File: src/rtl/sc_pkg.sv
package sc_pkg;
    // Collector phase: waiting for a port, or presenting a selection to the engine
    typedef enum logic {
        PH_WAIT  = 1'b0,
        PH_ISSUE = 1'b1
    } coll_phase_e;
endpackage

File: src/rtl/sc_sync_bank.sv
module sc_sync_bank #(
    parameter int WIDTH  = 4,
    parameter int STAGES = 2
) (
    input  logic             clk,
    input  logic             rst_n,
    input  logic [WIDTH-1:0] async_i,
    output logic [WIDTH-1:0] sync_o
);
    genvar g;
    generate
        for (g = 0; g < WIDTH; g++) begin : g_bit
            logic [STAGES-1:0] chain_d, chain_q;
            always_comb begin
                chain_d = {chain_q[STAGES-2:0], async_i[g]};
            end
            always_ff @(posedge clk) begin
                if (!rst_n) chain_q <= '0;
                else        chain_q <= chain_d;
            end
            assign sync_o[g] = chain_q[STAGES-1];
        end
    endgenerate
endmodule

File: src/rtl/sc_rr_pick.sv
module sc_rr_pick #(
    parameter int N  = 4,
    localparam int PW = (N > 1) ? $clog2(N) : 1
) (
    input  logic [N-1:0]  pending_i,
    input  logic [PW-1:0] start_i,
    output logic          found_o,
    output logic [PW-1:0] idx_o
);
    always_comb begin
        found_o = 1'b0;
        idx_o   = '0;
        // scan from farthest to nearest so the nearest pending port wins
        for (int k = N - 1; k >= 0; k--) begin
            int cand;
            cand = int'(start_i) + k;
            if (cand >= N) cand = cand - N;
            if (pending_i[cand]) begin
                found_o = 1'b1;
                idx_o   = PW'(cand);
            end
        end
    end
endmodule

File: src/rtl/sc_base_map.sv
module sc_base_map #(
    parameter int ID_W   = 8,
    parameter int ADDR_W = 19,
    parameter int SHIFT  = 11
) (
    input  logic [ID_W-1:0]   id_i,
    output logic [ADDR_W-1:0] base_o
);
    localparam int USED = ID_W + SHIFT;
    generate
        if (USED <= ADDR_W) begin : g_fit
            assign base_o = ADDR_W'({id_i, {SHIFT{1'b0}}});
        end else begin : g_trunc
            logic [USED-1:0] wide;
            assign wide   = {id_i, {SHIFT{1'b0}}};
            assign base_o = wide[ADDR_W-1:0];
        end
    endgenerate
endmodule

File: src/rtl/sel_collector.sv
module sel_collector #(
    parameter int NUM_PORTS = 4,
    parameter int ID_W      = 8,
    parameter int OP_W      = 2,
    parameter int ADDR_W    = 19,
    parameter int WIN_SHIFT = 11,
    parameter int SYNC_LEN  = 2
) (
    input  logic                      clk,
    input  logic                      rst_n,
    input  logic [NUM_PORTS-1:0]      port_req_i,
    input  logic [NUM_PORTS*ID_W-1:0] port_id_i,
    input  logic [NUM_PORTS*OP_W-1:0] port_op_i,
    output logic [NUM_PORTS-1:0]      port_ack_o,
    output logic                      eng_valid_o,
    output logic [ADDR_W-1:0]         eng_base_o,
    output logic [OP_W-1:0]           eng_op_o,
    input  logic                      eng_done_i
);
    import sc_pkg::*;

    localparam int PW = (NUM_PORTS > 1) ? $clog2(NUM_PORTS) : 1;
    localparam logic [PW-1:0] LAST_IDX = PW'(NUM_PORTS - 1);

    typedef struct packed {
        coll_phase_e          phase;
        logic [PW-1:0]        cur;
        logic [PW-1:0]        ptr;
        logic [ID_W-1:0]      id;
        logic [OP_W-1:0]      op;
        logic [NUM_PORTS-1:0] ack;
    } coll_st_t;

    coll_st_t st_d, st_q;

    logic [NUM_PORTS-1:0] req_s;
    logic [NUM_PORTS-1:0] pending;
    logic                 pick_found;
    logic [PW-1:0]        pick_idx;

    sc_sync_bank #(.WIDTH(NUM_PORTS), .STAGES(SYNC_LEN)) u_sync (
        .clk    (clk),
        .rst_n  (rst_n),
        .async_i(port_req_i),
        .sync_o (req_s)
    );

    // a port may be chosen only while its acknowledge is low
    assign pending = req_s & ~st_q.ack;

    sc_rr_pick #(.N(NUM_PORTS)) u_pick (
        .pending_i(pending),
        .start_i  (st_q.ptr),
        .found_o  (pick_found),
        .idx_o    (pick_idx)
    );

    always_comb begin
        st_d = st_q;
        // release acknowledges whose request has been seen low
        for (int p = 0; p < NUM_PORTS; p++) begin
            if (st_q.ack[p] && !req_s[p]) st_d.ack[p] = 1'b0;
        end
        case (st_q.phase)
            PH_WAIT: begin
                if (pick_found) begin
                    st_d.phase = PH_ISSUE;
                    st_d.cur   = pick_idx;
                    st_d.id    = port_id_i[pick_idx*ID_W +: ID_W];
                    st_d.op    = port_op_i[pick_idx*OP_W +: OP_W];
                end
            end
            PH_ISSUE: begin
                if (eng_done_i) begin
                    st_d.phase        = PH_WAIT;
                    st_d.ack[st_q.cur] = 1'b1;
                    st_d.ptr          = (st_q.cur == LAST_IDX) ? '0 : st_q.cur + 1'b1;
                end
            end
            default: st_d.phase = PH_WAIT;
        endcase
    end

    always_ff @(posedge clk) begin
        if (!rst_n) begin
            st_q.phase <= PH_WAIT;
            st_q.cur   <= '0;
            st_q.ptr   <= '0;
            st_q.id    <= '0;
            st_q.op    <= '0;
            st_q.ack   <= '0;
        end else begin
            st_q <= st_d;
        end
    end

    sc_base_map #(.ID_W(ID_W), .ADDR_W(ADDR_W), .SHIFT(WIN_SHIFT)) u_map (
        .id_i  (st_q.id),
        .base_o(eng_base_o)
    );

    assign eng_valid_o = (st_q.phase == PH_ISSUE);
    assign eng_op_o    = st_q.op;
    assign port_ack_o  = st_q.ack;


    hold_until_done_chk: assert property (@(posedge clk) disable iff (!rst_n)
        (eng_valid_o && !eng_done_i) |=> (eng_valid_o && $stable(eng_base_o) && $stable(eng_op_o)));


    drop_after_done_chk: assert property (@(posedge clk) disable iff (!rst_n)
        (eng_valid_o && eng_done_i) |=> !eng_valid_o);


    idle_done_ignored_chk: assert property (@(posedge clk) disable iff (!rst_n)
        (!eng_valid_o && !pick_found) |=> (!eng_valid_o && ((port_ack_o & ~$past(port_ack_o)) == '0)));

    genvar gp;
    generate
        for (gp = 0; gp < NUM_PORTS; gp++) begin : g_chk

            ack_after_done_chk: assert property (@(posedge clk) disable iff (!rst_n)
                $rose(port_ack_o[gp]) |-> ($past(eng_done_i) && $past(eng_valid_o)));

            ack_hold_chk: assert property (@(posedge clk) disable iff (!rst_n)
                (port_ack_o[gp] && req_s[gp]) |=> port_ack_o[gp]);

            no_reserve_chk: assert property (@(posedge clk) disable iff (!rst_n)
                (port_ack_o[gp] && eng_valid_o) |-> (st_q.cur != PW'(gp)) || $past(eng_valid_o));
        end
    endgenerate
endmodule

File: config.mk
export PLATFORM = sky130hd
export DESIGN_NAME = sel_collector
export DESIGN_NICKNAME = d
export VERILOG_FILES = /design/src/rtl/sc_pkg.sv /design/src/rtl/sc_sync_bank.sv /design/src/rtl/sc_rr_pick.sv /design/src/rtl/sc_base_map.sv /design/src/rtl/sel_collector.sv
export SDC_FILE = /design/constraint.sdc
export NUM_CORES = 1
export LEC_CHECK = 0
export ABC_CLOCK_PERIOD_IN_PS = 1600
export BUFFER_PORTS_ARGS = -buffer_cell sky130_fd_sc_hd__buf_2
export CAP_MARGIN = 0
export CORE_MARGIN = 2
export CORE_UTILIZATION = 35
export CTS_BUF_LIST = sky130_fd_sc_hd__clkbuf_8
export DETAILED_ROUTE_END_ITERATION = 12
export PLACE_DENSITY = 0.66
export REMOVE_ABC_BUFFERS = 1
export SLEW_MARGIN = 20
export SYNTH_ARGS = -nofsm -noshare
export SYNTH_HDL_FRONTEND = slang
export SYNTH_SLANG_ARGS = --single-unit
File: constraint.sdc
create_clock -name clk -period 1.6 [get_ports clk]
set_clock_uncertainty 0.2 [all_clocks]
set_input_delay 0.16 -clock clk [delete_from_list [all_inputs] [get_ports clk]]
set_output_delay 0.16 -clock clk [all_outputs]
set_load 0.1 [all_outputs]
==> impl_metrics.ini <==
[outcome]
status = finished, violations left
violations = hold timing, setup timing

[timing]
max_freq_ghz = 0.524
slew_violations = 0
grt_setup_unrepaired = true
period_share = 1.19
hold_viol = 1
hold_ws_ns = -0.0145
final-setup-viol-count = 11
tns_ns = -2.61
setup_ws_ns = -0.308
min_period_ns = 1.91

[yosys]
async_flop_share = 0
yosysTopAreaCell = dfxtp_1
synth_edf_count = 0
ys_ff_latch = 27
syn_area_sq_um = 1510
synth_commonest_cells = dfxtp_1, buf_4, mux2i_1, nand2_1, o221ai_1
yosys_warnings = 0
synth_most_common_cell = dfxtp_1
synthTopCellsByArea = dfxtp_1, mux2i_1, buf_4, o221ai_1, and2_1
synth_top_area_share = 0.357
ys.flop_type = dfxtp_1
avgSynthCellArea_sq_um = 9.64
synth-seq-area-share = 0.357
synthCells = 157
synth_cell_types = 29

[critical_path]
worstPathMaxFanout = 6
path_cells = nand2b_4, a311oi_2, a2bb2oi_2, buf_4, clkbuf_16, mux2i_1, o221ai_1
criticalPathCategory = flop to flop
cp.arrival_ns = 1.85
ff2ff_path_depth = 7
crit_cells = 7
required_ns = 1.54
crit_family = compound AO/OA/AOI/OAI gates
critPathLaunch = port_ack_o[2]$_SDFF_PN0_
end_kind = flop
crit_buf_inv = 2
crit_path_max_incr_delay_ns = 0.33
slowest_stage = dfxtp_1
worstSetupStartpointType = flop
r2r-start = port_ack_o[2]$_SDFF_PN0_

[floorplan]
die_width_um = 69.7
fp.dieH_um = 69.7
fp.coreArea_sq_um = 4090
die-area_sq_um = 4860
rows = 23
initial_core_util = 0.370
ios = 73

[grt]
grtUsageTotal = 0.156
grt_pass1_vias = 1419
antenna_found_initial = 1
grt_pass1_wl_um = 6150
overflow = 0
grt_max_degree = 16

[pwr]
power_density_nw_per_um2 = 857
ir_drop_mv = 0.367
power_leakage_uw = 0.00102

[clock_network]
clk_latency_ns = 0.27
cts_root_buf = clkbuf_8
cts_buffers = 3
cts.clk_slew.worst_paths_ns = 0.09
clkSinkCount = 27
ctsHtreeMaxLevel = 1
cts_tree = yes
clock_path_buffers = 2

[hold_path]
hold_depth = 3
hp-class = primary input to flop
holdCritStartpoint = port_id_i[18]

[final_layout]
syn_to_final_growth_pct = 46.3
drive_above_1_share = 0.420
nets = 295
finish.utilization = 0.542
fin_cells = 294

[route]
dr_total_vias = 1365
drtAntennaViolNets = 0
firstDrtPassIters = 4
first_iter_violations = 22
viasPerCell = 4.64
drc = 0
wl_per_cell_um = 13.7
routed_wirelength_um = 4020

[placement]
dp_slack_ns = -0.252
numPortBuffers = 61
dp_hpwl_um = 2570
gp_congestion = 0.707
place_inst = 264

[job]
cap_viol_max_count = 0
==> layout by cell type, fill, tap and decap left out, drive strengths merged, types with 2 or more instances in the layout <==
cell type,netlist,layout
mux2i,20,20
conb,1,11
nand2,14,14
nor2b,10,10
nor2,3,3
a21oi,4,4
inv,4,4
nand2b,5,5
o221ai,12,12
o21ai,2,2
a22oi,4,4
clkbuf,2,5
and2,10,10
dlygate4sd3,0,20
dfxtp,27,27
buf,28,80
ha,4,4
==> sequential cells by signal, indices dropped and copies added, names as in the netlist <==
register and count:
eng_op_o 2, eng_valid_o 1, port_ack_o 4, st_q 12, u_sync.g_bit.chain_q 8
==> worst min-delay path, cell delays in order <==
cell and delay [ns]:
buf_2 0.08, mux2i_1 0.06, o221ai_1 0.13
==> where the power goes <==
part           switching, uW  internal [uW]
Clock                    207            174
Combinational            510            259
Sequential              27.9            718
Total                    745           1150
==> final timing paths <==
kind,slack [ns],endpoint
min,-0.01,st_q[8]$_SDFFE_PN0P_
max reg2reg,-0.31,st_q[6]$_SDFFE_PN0P_
min reg2reg,0.24,u_sync.g_bit[0].chain_q[1]$_SDFF_PN0_
max,-0.31,st_q[6]$_SDFFE_PN0P_
==> metal layers <==
metal	GRT usage	routed length, um
met1	0.169	1660
met2	0.301	2150
met3	0.0174	123
met4	0.0662	94
met5	0	0
==> what timing repair did <==
item	CTS	global route
hold buffers	20	0
pin swaps	0	4
cloned	1	2
setup endpoints to repair	11	13
gates resized for setup	4	8
buffers inserted	2	0
endpoints found under the hold margin	11	0
==> logic make-up (layout without fill, tap and decap cells) <==
group                      count (synthesis)  count (layout)  synth area share
muxes                                     20              20             0.132
buffers and inverters                     34             110             0.157
other                                      1              12           0.00248
DFF                                       27              27             0.357
adders and majority gates                  4               4            0.0331
AOI/OAI and AO/OA                         27              27             0.155
and+or+nand+nor                           44              44             0.162
==> stage by stage <==
| step | cell area [sq um] | hold slack, ns | power [uW] |
|---|---|---|---|
| detailed placement | 1840 | 0.167 | 1420 |
| global route | 2210 | 0.0185 | 1980 |
| finish | 2210 | -0.0145 | 1900 |
| floorplan | 1330 | 0.0817 | 1250 |
| global placement | 1840 | 0.166 | 1420 |
| CTS | 2130 | 0.000172 | 1870 |
==> final cells by class <==
| class | instances | area [sq um] |
|---|---|---|
| Clock inverter | 1 | 5.00 |
| Clock buffer | 3 | 41.3 |
| Inverter | 4 | 15.0 |
| Sequential cell | 27 | 544 |
| Tap cell | 50 | 62.6 |
| Antenna cell | 1 | 2.50 |
| Timing Repair Buffer | 102 | 743 |
| Multi-Input combinational cell | 106 | 800 |
| Fill cell | 367 | 1870 |
No activity file was read; power rests on OpenSTA's default activity.
